File: src/rtl/cfgport_pkg.sv
package cfgport_pkg;

    localparam int WORD_W      = 24;
    localparam int REF_W       = 7;
    localparam int VCO_W       = 9;
    localparam int SEL_W       = 3;
    localparam int MODE_W      = 2;
    localparam int CAP_W       = 2;
    localparam int SYNC_STAGES = 2;

    localparam logic [VCO_W-1:0] VCO_MIN = VCO_W'(4);
    localparam logic [REF_W-1:0] REF_MIN = REF_W'(1);

    typedef enum logic [MODE_W-1:0] {
        MODE_REF      = 2'b00,
        MODE_REF_HALF = 2'b01,
        MODE_OFF      = 2'b10,
        MODE_OUT_HALF = 2'b11
    } clk2_mode_e;

    typedef struct packed {
        logic [CAP_W-1:0] cap;
        logic             duty;
        clk2_mode_e       mode;
        logic [SEL_W-1:0] out_sel;
        logic [VCO_W-1:0] vco;
        logic [REF_W-1:0] refd;
    } cfg_word_t;

    localparam cfg_word_t CFG_DEFAULT = cfg_word_t'(24'h230406);

    function automatic logic word_illegal(input cfg_word_t w);
        return (w.vco < VCO_MIN) || (w.refd < REF_MIN);
    endfunction

endpackage

File: src/rtl/cfgport_sync.sv
module cfgport_sync #(
    parameter int WIDTH  = 3,
    parameter int STAGES = 2
) (
    input  logic             clk,
    input  logic             rst,
    input  logic [WIDTH-1:0] async_i,
    output logic [WIDTH-1:0] sync_o
);
    logic [WIDTH-1:0] stage_q [STAGES];

    for (genvar g = 0; g < STAGES; g++) begin : g_stage
        if (g == 0) begin : g_first
            always_ff @(posedge clk) begin
                if (rst) stage_q[g] <= '0;
                else     stage_q[g] <= async_i;
            end
        end else begin : g_next
            always_ff @(posedge clk) begin
                if (rst) stage_q[g] <= '0;
                else     stage_q[g] <= stage_q[g-1];
            end
        end
    end

    assign sync_o = stage_q[STAGES-1];
endmodule

File: src/rtl/cfgport_edge.sv
module cfgport_edge #(
    parameter int WIDTH = 2
) (
    input  logic             clk,
    input  logic             rst,
    input  logic [WIDTH-1:0] level_i,
    output logic [WIDTH-1:0] rise_o
);
    logic [WIDTH-1:0] prev_q;

    always_ff @(posedge clk) begin
        if (rst) prev_q <= '0;
        else     prev_q <= level_i;
    end

    assign rise_o = level_i & ~prev_q;
endmodule

File: src/rtl/cfgport_shifter.sv
module cfgport_shifter #(
    parameter int W = 24
) (
    input  logic         clk,
    input  logic         rst,
    input  logic         shift_en,
    input  logic         bit_in,
    output logic [W-1:0] shift_q,
    output logic [W-1:0] shift_next
);
    always_comb begin
        shift_next = shift_q;
        if (shift_en) shift_next = {shift_q[W-2:0], bit_in};
    end

    always_ff @(posedge clk) begin
        if (rst) shift_q <= '0;
        else     shift_q <= shift_next;
    end
endmodule

File: src/rtl/cfgport_latch.sv
module cfgport_latch
    import cfgport_pkg::*;
(
    input  logic      clk,
    input  logic      rst,
    input  logic      load,
    input  cfg_word_t din,
    output cfg_word_t word_q,
    output logic      updated_q
);
    always_ff @(posedge clk) begin
        if (rst) begin
            word_q    <= CFG_DEFAULT;
            updated_q <= 1'b0;
        end else begin
            updated_q <= load && (din != word_q);
            if (load) word_q <= din;
        end
    end
endmodule

File: src/rtl/cfgport_rx.sv
module cfgport_rx
    import cfgport_pkg::*;
(
    input  logic              clk,
    input  logic              rst,
    input  logic              sclk_i,
    input  logic              data_i,
    input  logic              strobe_i,
    output logic [REF_W-1:0]  ref_div_o,
    output logic [VCO_W-1:0]  vco_div_o,
    output logic [SEL_W-1:0]  out_sel_o,
    output logic [MODE_W-1:0] clk2_sel_o,
    output logic              duty_o,
    output logic [CAP_W-1:0]  cap_o,
    output logic              illegal_o,
    output logic              updated_o
);
    localparam int NPIN = 3;

    logic [NPIN-1:0]   pins_s;
    logic              sclk_s, data_s, strobe_s;
    logic [1:0]        rise;
    logic              sclk_rise, strobe_rise;
    logic [WORD_W-1:0] shift_q, shift_next;
    logic              load;
    cfg_word_t         word_q;

    cfgport_sync #(.WIDTH(NPIN), .STAGES(SYNC_STAGES)) u_sync (
        .clk    (clk),
        .rst    (rst),
        .async_i({strobe_i, data_i, sclk_i}),
        .sync_o (pins_s)
    );

    assign sclk_s   = pins_s[0];
    assign data_s   = pins_s[1];
    assign strobe_s = pins_s[2];

    cfgport_edge #(.WIDTH(2)) u_edge (
        .clk    (clk),
        .rst    (rst),
        .level_i({strobe_s, sclk_s}),
        .rise_o (rise)
    );

    assign sclk_rise   = rise[0];
    assign strobe_rise = rise[1];

    cfgport_shifter #(.W(WORD_W)) u_shift (
        .clk       (clk),
        .rst       (rst),
        .shift_en  (sclk_rise),
        .bit_in    (data_s),
        .shift_q   (shift_q),
        .shift_next(shift_next)
    );

    // Load on a strobe edge, or on every shift while the strobe is held high.
    assign load = strobe_rise || (strobe_s && sclk_rise);

    cfgport_latch u_latch (
        .clk      (clk),
        .rst      (rst),
        .load     (load),
        .din      (cfg_word_t'(shift_next)),
        .word_q   (word_q),
        .updated_q(updated_o)
    );

    assign ref_div_o  = word_q.refd;
    assign vco_div_o  = word_q.vco;
    assign out_sel_o  = word_q.out_sel;
    assign clk2_sel_o = word_q.mode;
    assign duty_o     = word_q.duty;
    assign cap_o      = word_q.cap;
    assign illegal_o  = word_illegal(word_q);
endmodule

File: config.mk
export PLATFORM = sky130hd
export DESIGN_NAME = cfgport_rx
export DESIGN_NICKNAME = d
export VERILOG_FILES = /design/src/rtl/cfgport_pkg.sv /design/src/rtl/cfgport_sync.sv /design/src/rtl/cfgport_edge.sv /design/src/rtl/cfgport_shifter.sv /design/src/rtl/cfgport_latch.sv /design/src/rtl/cfgport_rx.sv
export SDC_FILE = /design/constraint.sdc
export NUM_CORES = 1
export LEC_CHECK = 0
export BUFFER_PORTS_ARGS = -buffer_cell sky130_fd_sc_hd__buf_2
export CAP_MARGIN = 10
export CELL_PAD_IN_SITES_DETAIL_PLACEMENT = 0
export CELL_PAD_IN_SITES_GLOBAL_PLACEMENT = 1
export CORE_UTILIZATION = 45
export CTS_CLUSTER_SIZE = 25
export DETAILED_ROUTE_END_ITERATION = 12
export GPL_TIMING_DRIVEN = 0
export PLACE_DENSITY = 0.79
export SETUP_SLACK_MARGIN = 0.5
export SLEW_MARGIN = 20
export SYNTH_ARGS = -nofsm -noshare
export SYNTH_HDL_FRONTEND = slang
export SYNTH_HIERARCHICAL = 1
export SYNTH_SLANG_ARGS = --single-unit
File: constraint.sdc
create_clock -name clk -period 2.46 [get_ports clk]
set_input_delay 0.246 -clock clk [delete_from_list [all_inputs] [get_ports clk]]
set_output_delay 0.246 -clock clk [all_outputs]
set_load 0.02 [all_outputs]
-- Word-level counts from Yosys, hierarchy flattened
Memory sizes are Yosys's and may differ from the RTL's.
Index checks and enable logic that the tools add are counted.
- $lt $le $gt $ge: 2
- equal/unequal tests: 1
- muxes and demuxes: 6
- bitwise logic cells: 4
- reduce and logical (&&, ||, !) cells: 4
- operator list (cell ; number):
    $mux 24 ; 1
    $ne 24x24->1 ; 1
    $lt 9x3->1 const B ; 1
    $lt 7x1->1 const B ; 1
    $mux 3 ; 2
    $mux 1 ; 3
    $and 2x2->2 ; 1
    $logic_and 1x1->1 ; 2
    $logic_or 1x1->1 ; 2
    $not 2->2 ; 1
    $or 1x1->1 ; 2
- bits in registers: 51
- memory bits (writable): 6
- input port bits: 5
- memories kept: 1
- memories (name ; depth ; width ; rd ports ; clocked after Yosys merged registers in ; write ports ; line ; RTL):
    u_sync.stage_q ; 2 ; 3 ; 2 ; 0 ; 2 ; cfgport_sync.sv:10 ; logic [WIDTH-1:0] stage_q [STAGES];

-- Logic depth before layout (Yosys ltp)
Gate-level depths: netlist of the first run.
- depth after elaboration: 5
- depth in mapped cells: 8
- mapped depth without buffers: 6

-- Hierarchy
Netlist of the first run, hierarchy kept.
- by module, submodules not included (module ; instances ; cells each ; area each (sq um) ; seq. area each (sq um)):
    cfgport_latch ; 1 ; 112 ; 1156.1 ; 500.5
    cfgport_shifter ; 1 ; 77 ; 1017.2 ; 480.5
    cfgport_sync ; 1 ; 12 ; 157.7 ; 120.1
    cfgport_edge ; 1 ; 6 ; 70.1 ; 40.0
    cfgport_rx ; 1 ; 6 ; 46.3 ; 0.0

-- Worst setup path before layout of the first run
Ideal clock, no wire load.
- path kind: register to register
- start: mem u_sync.stage_q[1][0]
- end: reg u_latch.updated_q
- setup time: 0.136 ns
- arrival time: 1.634 ns
- required time: 2.324 ns
- setup slack: 0.690 ns
- cell stages (with the launch flop): 9
- path buffers: 2
- path through: dfxtp_1 -> nor2b_2 -> buf_6 -> buf_6 -> mux2_4 -> xnor2_1 -> nand4_1 -> nor4_1 -> a311oi_1
- RTL lines (element ; line ; RTL):
    start, declared ; cfgport_sync.sv:10 ;
    end signal, assigned ; cfgport_latch.sv:16 ; updated_q <= load && (din != word_q);
    end, declared ; cfgport_latch.sv:9 ; output logic updated_q

==> results of run 1 <==
[cells by family after synthesis]
kind of cell	Yosys count
AOI/OAI and AO/OA	9
xor gates and xnor gates	24
buffers and inverters	12
DFF	57
muxes	42
and+or+nand+nor	69
[worst max-delay path by stage]
stage                              endpoint  slack, ns  cells past startpoint
after floorplan           u_latch/updated_q       0.69                      8
after global placement    u_latch/updated_q       0.39                      8
after detailed placement  u_latch/updated_q       0.40                      8
after CTS                 u_latch/updated_q       0.50                      8
after global routing      u_latch/updated_q       0.37                      8
final                     u_latch/updated_q       0.41                      8
[power by group]
group / switching [uW] / leakage, uW / internal [uW]
logic: 62.9 / 0.000734 / 60.7
clock network: 367 / 0.000106 / 565
registers: 8.67 / 0.000462 / 935
total: 438 / 0.00130 / 1560
[final cells by class]
cell class / count / area (sq um)
fill: 462 / 2080
multi-input combinational: 144 / 1280
sequential: 57 / 1140
timing repair buffer: 42 / 260
clock buffer: 10 / 128
buffer: 11 / 110
tap: 70 / 87.6
clock inverter: 6 / 82.6
inverter: 1 / 3.75
[flip-flops by register name, indices dropped and copies added (netlist names)]
register           cells
u_shift/shift_q       24
u_edge/prev_q          2
u_latch/word_q        24
u_latch/updated_q      1
u_sync/stage_q         6
[cell usage after synthesis (2+ instances only)]
cell type / n
and2b_1: 3
buf_6: 6
clkbuf_1: 3
nor4_1: 4
mux2_4: 20
dfxtp_1: 57
xnor2_1: 16
buf_2: 2
nand4_1: 4
a211o_1: 6
mux2_2: 4
nor2_1: 18
nor2b_1: 35
xor2_1: 8
mux2i_1: 18
nor2b_2: 2
[layer usage]
layer	part of all wire	wire length (microns)	track usage	up-vias
li1	-	-	-	822
met4	0.021	104	0.117	0
met5	0	0	0	-
met2	0.47	2270	0.284	26
met1	0.49	2380	0.226	763
met3	0.022	106	0.0384	8
[timing repair]
| item | 4_1_cts | 5_1_grt |
|---|---|---|
| setup endpoints to repair | 1 | 2 |
| cloned | 0 | 1 |
| hold buffers | 0 | 0 |
| setup buffers | 2 | 9 |
| pin swaps | 2 | 4 |
| resized for setup | 8 | 8 |
[stage by stage]
step / hold WS [ns] / instance area [sq um] / setup slack, ns / power (uW)
2_1_floorplan: 0.318 / 2450 / 0.690 / 1040
3_3_place_gp: 0.417 / 2690 / 0.389 / 1070
3_5_place_dp: 0.428 / 2690 / 0.404 / 1070
4_1_cts: 0.114 / 2960 / 0.502 / 2010
5_1_grt: 0.120 / 3100 / 0.372 / 2070
6_report: 0.126 / 3100 / 0.414 / 2000
==> flow_metrics.tcl, run 1 <==
set metrics [dict create \
    via_per_inst 4.75 \
    finalSetupTns_ns 0 \
    synth_top_area_frac 0.466 \
    core-area_sq_um 5170 \
    ys_types 23 \
    reg2reg_to "u_latch/updated_q" \
    hp-class "input pin to flop" \
    yosysSeqAreaShare 0.466 \
    clock_skew_ns 0.00815 \
    synthesis.area_sq_um 2450 \
    relSlewSlack 0.690 \
    antenna_cells 0 \
    synth_top_family_by_area "multiplexers" \
    ctsRootBufferMaster "clkbuf_8" \
    cp_num_buf_inv 3 \
    synth_compound_area_frac 0.0348 \
    rsz0062_at_grt "yes" \
    synth-edff-count 0 \
    outcome "completed" \
    cp_cell_sequence "nor2b_4, buf_8, clkbuf_16, buf_4, mux2_4, xor2_1, nor4_1, a311oi_1" \
    cts_tree "built" \
    cpPeakStageDelay_ns 0.39 \
    slew_violations 0 \
    r2r_setup_slack_ns 0.41 \
    grtUsageTotal 0.181 \
    peakVddDrop_mv 0.434 \
    worstPathRequired_ns 2.64 \
    p_leak_uw 0.00130 \
    synth_mux_area_frac 0.215 \
    period_needed_ns 2.05 \
    layout.cells.most_common_list "dfxtp_1 (56), nor2b_1 (35), buf_2 (31)" \
    tightest_slew_ns 0.465 \
    syn_inst 213 \
    synthAdderAreaFrac 0 \
    maxCapViolations 0 \
    grt_start_max_net_pins 16 \
    avgSynthCellArea_sq_um 11.5 \
    wirelength_mm 4.86 \
    hold_violations 0 \
    synth-xor-area-share 0.0859 \
    dr.pass1.iters 4 \
    hold_end "u_sync/stage_q[0][2]" \
    ant_nets 0 \
    synthFlopType "dfxtp_1" \
    synth_top_area_cell "dfxtp_1" \
    wire_per_inst_microns 14.3 \
    crit_fanout 7 \
    rows 26 \
    critPathKind "flop to flop" \
    min_path_cells 2 \
    start_util 0.473 \
    dp_cells 313 \
    reg2reg_depth 8 \
    worstSetupEndpointType "flop" \
    synthSimpleGateAreaFrac 0.161 \
    final_cells 341 \
    syn_nets 218 \
    cts_buffers 9 \
    grt_pass1_wl_mm 7.21 \
    vias 1619 \
    dieArea_sq_um 5740 \
    min_period_over_period 0.832 \
    critPathSlowestCell "nor4_1" \
    antenna_found_initial 0 \
    setup.worst_path.start "u_sync/stage_q[1][0]" \
    syn2layout_area_growth_pct 26.5 \
    die_h_microns 75.7 \
    first_global_vias 1554 \
    hold_start "strobe_i" \
    drive_gt1_frac 0.369 \
    timing.fmax_ghz 0.489 \
    chipWidth_microns 75.7 \
    mostFrequentLayoutCell "dfxtp_1" \
    ys_warn_count 6 \
    htree_levels 3 \
    cts.path.max_buffers 2 \
    clk_pin_slew_worst_paths_ns 0.07 \
    final_net_count 271 \
    clock-sinks 57 \
    r2r_start "u_sync/stage_q[1][0]" \
    gr-total-overflow 0 \
    arrival_ns 2.22 \
    remaining_drc_errors 0 \
    async_flop_share 0 \
    drt-initial-drc-count 47 \
    cp-start-kind "flop" \
    yosys-top-cells-area "dfxtp_1 (47%), mux2_4 (12%), nor2b_1 (8.9%)" \
    dp_hpwl_mm 3.34 \
    io_buffer_count 30 \
    gp_congestion 0.733 \
    post-route-util 0.598 \
    crit_family "simple AND/OR/NAND/NOR gates" \
    power_density_nw_per_um2 646 \
    io_pins 31 \
    setup_viol 0 \
    ys_ff_latch 57 \
    insertion_delay_ns 0.33 \
]
Power figures use the tool's default switching activity.
==> inputs of run 2 (changes only) <==
Clock period 2.46 ns to 2.1 ns, I/O delays scaled along.
==> run 2 against run 1 <==
  * Utilization increased by 0.56 points
  * Cell count fell by 0.29%
  * Largest power group is now the clock network
  * Clock skew is 0.00078 ns lower
  * Sequential share of layout area down 0.22 points
  * Combinational power is 17% higher
  * Largest cell class unchanged
==> flow_metrics.tcl, run 2 (same netlist as run 1, synthesis figures left out) <==
set metrics [dict create \
    p_total_uw 2410 \
    cpPeakStageDelay_ns 0.34 \
    worstSetupEndpointType "flop" \
    clock-sinks 57 \
    cts_buffers 9 \
    final_net_count 270 \
    chipWidth_microns 75.7 \
    htree_levels 3 \
    antenna_cells 0 \
    layout.cells.most_common_list "dfxtp_1 (53), nor2b_1 (35), buf_2 (31)" \
    swShare 0.215 \
    dp_worst_setup_slack_ns 0.0189 \
    reg_top3 "u_latch/word_q x24, u_shift/shift_q x24, u_sync/stage_q x6" \
    dp_hpwl_mm 3.35 \
    ctsRootBufferMaster "clkbuf_8" \
    critPathKind "flop to flop" \
    first_global_vias 1581 \
    maxCapViolations 0 \
    dr.pass1.iters 5 \
    dieArea_sq_um 5740 \
    slew_violations 0 \
    wire_per_inst_microns 14.6 \
    grt_pass1_wl_mm 7.62 \
    pwr-share-clk 0.482 \
    hp-class "input pin to flop" \
    drt-initial-drc-count 55 \
    finalSetupTns_ns 0 \
    die_h_microns 75.7 \
    timing.fmax_ghz 0.504 \
    hold_ws_ns 0.0888 \
    crit_family "simple AND/OR/NAND/NOR gates" \
    rsz0062_at_grt "yes" \
    cts.path.max_buffers 2 \
    remaining_drc_errors 0 \
    cp_num_buf_inv 3 \
    p_leak_uw 0.00130 \
    gp_congestion 0.727 \
    io_buffer_count 30 \
    outcome "completed" \
    rows 26 \
    via_per_inst 4.86 \
    power_density_nw_per_um2 772 \
    core-area_sq_um 5170 \
    cp_cell_sequence "nor2b_4, buf_6, buf_12, buf_4, mux2_4, xor2_1, nor4_1, a311oi_2" \
    syn2layout_area_growth_pct 27.7 \
    grtUsageTotal 0.191 \
    ant_nets 0 \
    worstPathRequired_ns 2.28 \
    clock_skew_ns 0.00737 \
    hold_violations 0 \
    fin_ws_ns 0.116 \
    tightest_slew_ns 0.492 \
    clk_pin_slew_worst_paths_ns 0.07 \
    mostFrequentLayoutCell "dfxtp_1" \
    relSlewSlack 0.672 \
    start_util 0.473 \
    drive_gt1_frac 0.389 \
    pwr-share-comb 0.060 \
    grt_start_max_net_pins 16 \
    min_period_over_period 0.945 \
    cts_hold_buf 0 \
    cp-start-kind "flop" \
    internal_power_uw 1890 \
    vias 1652 \
    gr-total-overflow 0 \
    post-route-util 0.604 \
    period_needed_ns 1.98 \
    p_sw_uw 518 \
    insertion_delay_ns 0.33 \
    p_seq_frac 0.458 \
    cts_tree "built" \
    setup_viol 0 \
    arrival_ns 2.16 \
    critPathSlowestCell "nor4_1" \
    io_pins 31 \
    wirelength_mm 4.98 \
    antenna_found_initial 0 \
    peakVddDrop_mv 0.351 \
    crit_fanout 10 \
]
-- run 2: cell types whose count changed in the layout (fill, tap and decap cells not counted), sizes merged --
cell    before  now
clkinv       3    2
-- run 2: worst paths after layout --
path | from | to | slack [ns] | depth (start not counted)
worst max-delay path | u_sync/stage_q[1][0] | u_latch/updated_q | 0.12 | 8
worst min-delay path | strobe_i | u_sync/stage_q[0][2] | 0.09 | 2
worst max register to register | u_sync/stage_q[1][0] | u_latch/updated_q | 0.12 | 8
worst min register to register | u_sync/stage_q[0][1] | u_sync/stage_q[1][1] | 0.44 | 1
-- run 2: layout make-up --
class	instances	area, sq um
fill	445	2050
clock inverter	5	77.6
timing repair buffer	41	235
multi-input combinational	144	1320
clock buffer	11	151
sequential	57	1150
buffer	11	106
tap	70	87.6
inverter	1	3.75
-- run 2: routing by layer --
| metal | part of all wire | global-route usage |
|---|---|---|
| met2 | 0.48 | 0.316 |
| met1 | 0.48 | 0.231 |
| met4 | 0.014 | 0.0988 |
| met3 | 0.024 | 0.0437 |
| met5 | 0 | 0 |
-- run 2: through the flow --
stage,cells,cell area (sq um)
CTS,335,3040
floorplan,213,2470
global route,340,3120
detailed placement,313,2710
global placement,313,2710
finish,340,3120
-- run 2: power groups by stage --
| stage | clock network (uW) | registers [uW] | logic [uW] |
|---|---|---|---|
| 6_report | 1160 | 1110 | 145 |
| 5_1_grt | 1240 | 1110 | 155 |
| 4_1_cts | 1180 | 1100 | 138 |
| 3_5_place_dp | 0 | 1130 | 128 |
| 3_3_place_gp | 0 | 1130 | 128 |
| 2_1_floorplan | 0 | 1140 | 84.2 |
-- run 2: repair_timing --
item                                    in CTS  in global routing
endpoints found under the setup margin       2                  3
endpoints found under the hold margin        0                  0
setup buffers                                6                  5
pin swaps                                    3                  4
resized for setup                           10                  9
==> inputs of run 3 (changes only) <==
Settings changed: ABC_AREA set to 1, CORE_MARGIN set to 1, CORE_UTILIZATION 45 to 41, CTS_BUF_LIST set to sky130_fd_sc_hd__clkbuf_4 sky130_fd_sc_hd__clkbuf_8 sky130_fd_sc_hd__clkbuf_16, PLACE_DENSITY 0.79 to 0.8.
==> run 3 against run 2 <==
  * Count of clock-buffer cells in the layout increased by 3
  * Global-route usage decreased by 0.94 points
  * Sequential share of layout area decreased by 5.4 points
  * Non-clock buffer count increased by 12
  * Combinational power increased to 3.4 times the previous value
  * Cell count increased by 79%
  * Largest power group is now sequential cells
==> flow_metrics.tcl, run 3 <==
set metrics [dict create \
    outcome "completed" \
    drt-initial-drc-count 68 \
    drive_gt1_frac 0.355 \
    first_global_vias 2376 \
    reg_top3 "u_latch/word_q x24, u_shift/shift_q x24, u_sync/stage_q x6" \
    finalSetupTns_ns 0 \
    timing.fmax_ghz 0.596 \
    period_needed_ns 1.68 \
    grt_start_max_net_pins 22 \
    antenna_found_initial 0 \
    chipWidth_microns 86.2 \
    hold_violations 0 \
    synth-xor-area-share 0.00603 \
    rows 30 \
    dp_cells 572 \
    clock-sinks 57 \
    synthSimpleGateAreaFrac 0.332 \
    cts_tree "built" \
    cp_common_cell "nand2_1" \
    clock_skew_ns 0.00762 \
    synth_mux_area_frac 0 \
    gp_congestion 0.741 \
    wire_per_inst_microns 10.2 \
    synth_compound_area_frac 0.0801 \
    cts.path.max_buffers 2 \
    crit_family "simple AND/OR/NAND/NOR gates" \
    rsz0062_at_grt "yes" \
    ys_ff_latch 57 \
    synthAdderAreaFrac 0 \
    slew_violations 0 \
    htree_levels 3 \
    power_density_nw_per_um2 756 \
    tightest_slew_ns 0.416 \
    peakVddDrop_mv 0.313 \
    crit_fanout 5 \
    critPathSlowestCell "dfxtp_2" \
    reg2reg_depth 17 \
    ctsRootBufferMaster "clkbuf_8" \
    via_per_inst 4.21 \
    setup_viol 0 \
    avgSynthCellArea_sq_um 6.51 \
    cp_num_buf_inv 7 \
    cp-start-kind "flop" \
    ant_nets 0 \
    synth_top_area_frac 0.393 \
    relSlewSlack 0.723 \
    p_leak_uw 0.00194 \
    dieArea_sq_um 7420 \
    async_flop_share 0 \
    synth_top_area_cell "dfxtp_1" \
    gr-total-overflow 0 \
    worstSetupEndpointType "flop" \
    syn_inst 446 \
    grt_pass1_wl_mm 10.3 \
    critPathKind "flop to flop" \
    synth-edff-count 0 \
    yosysSeqAreaShare 0.393 \
    synth_common_cells "nand2_1 (115), inv_1 (111), dfxtp_1 (57)" \
    final_net_count 513 \
    wirelength_mm 6.19 \
    syn2layout_area_growth_pct 25.6 \
    cp.depth 17 \
    syn_nets 451 \
    final_cells 609 \
    dp_hpwl_mm 4.23 \
    mostFrequentLayoutCell "nand2_1" \
    cts_buffers 9 \
    yosys-top-cells-area "dfxtp_1 (39%), nand2_1 (15%), inv_1 (14%)" \
    cts_hold_buf 0 \
    ys_types 22 \
    dr.pass1.iters 5 \
    ys_warn_count 6 \
    grtUsageTotal 0.181 \
    io_buffer_count 30 \
    min_period_over_period 0.799 \
    io_pins 31 \
    synth_top_family_by_area "simple AND/OR/NAND/NOR gates" \
    synth_most_common_cell "nand2_1" \
    antenna_cells 0 \
    synthesis.area_sq_um 2900 \
    hp-class "input pin to flop" \
    start_util 0.425 \
    maxCapViolations 0 \
    clk_pin_slew_worst_paths_ns 0.07 \
    min_path_cells 3 \
    insertion_delay_ns 0.33 \
    synthFlopType "dfxtp_1" \
    vias 2562 \
    cpPeakStageDelay_ns 0.32 \
    worstPathRequired_ns 2.34 \
    layout.cells.most_common_list "nand2_1 (104), inv_1 (90), dfxtp_1 (56)" \
    arrival_ns 1.91 \
    die_h_microns 86.2 \
    cp_cell_sequence "inv_2, nor2_4, buf_6, inv_8, buf_12, nand2_2, nand2_2, inv_1, inv_1, nand2_1, nand2_1, nor2_1, nand2_1, nor2_2, nand3_1, nand2_1, inv_1" \
    core-area_sq_um 6830 \
    remaining_drc_errors 0 \
]
-- run 3: changes by cell type after synthesis, sizes merged, moves of 16 or more --
cell,previous run,this run
nand2,1,155
inv,1,115
nor2,18,55
nor2b,37,0
mux2,24,0
o21ai,0,23
a21oi,0,22
mux2i,18,0
xnor2,16,0
-- run 3: worst paths after layout --
path	start	to	slack, ns
hold / removal	data_i	u_sync/stage_q[0][1]	0.08
setup / recovery	u_sync/stage_q[1][0]	u_latch/updated_q	0.42
setup reg to reg	u_sync/stage_q[1][0]	u_latch/updated_q	0.42
hold reg to reg	u_sync/stage_q[0][2]	u_sync/stage_q[1][2]	0.40
-- run 3: cell type report --
| class | instances | area [sq um] |
|---|---|---|
| plain buffers | 13 | 121 |
| inverters | 115 | 439 |
| fillers | 729 | 3180 |
| flip-flops and latches | 57 | 1140 |
| multi-input cells | 261 | 1270 |
| clock buffers | 14 | 180 |
| well taps | 96 | 120 |
| clock inverters | 2 | 35.0 |
| repair buffers | 51 | 343 |
-- run 3: stage by stage --
stage               utilization  instance area (sq um)  worst slack, ns  total power [uW]  hold slack, ns
detailed placement        0.465                   3170            0.276              1630           0.396
global placement          0.465                   3170            0.303              1620           0.390
finish                    0.534                   3650            0.422              2760          0.0801
CTS                       0.527                   3600            0.401              2780          0.0658
global route              0.534                   3650            0.255              2910          0.0804
floorplan                     -                   2900            0.534              1520           0.277
-- run 3: cells by family after synthesis --
family	after synthesis
AO/OA/AOI/OAI	46
XOR/XNOR	2
buffers and inverters	128
flip-flops	57
AND/OR/NAND/NOR	213
-- run 3: timing repair --
| item | CTS | global route |
|---|---|---|
| resized for setup | 34 | 15 |
| gates cloned | 2 | 0 |
| setup buffers | 16 | 3 |
| pin swaps | 23 | 16 |
| setup endpoints to repair | 1 | 2 |
-- run 3: power by group --
group          internal, uW  switching [uW]  total (uW)  leakage [uW]
Sequential             1140            36.9        1180      0.000467
Combinational           192             299         491       0.00136
Clock                   670             420        1090      0.000114
Total                  2000             755        2760       0.00194
-- run 3: worst reg2reg max path, cell delays in order (launching register included) --
cell	delay, ns
dfxtp_2	0.32
inv_2	0.05
nor2_4	0.09
buf_6	0.15
inv_8	0.06
buf_12	0.13
nand2_2	0.05
nand2_2	0.05
inv_1	0.07
inv_1	0.05
nand2_1	0.05
nand2_1	0.06
nor2_1	0.10
nand2_1	0.07
nor2_2	0.13
nand3_1	0.08
nand2_1	0.06
inv_1	0.03
-- run 3: layer usage --
layer | global-route usage | share of wire | up-vias
li1 | - | - | 1398
met1 | 0.215 | 0.47 | 1122
met2 | 0.315 | 0.47 | 35
met3 | 0.0481 | 0.039 | 7
met4 | 0.0636 | 0.012 | 0
met5 | 0 | 0 | -
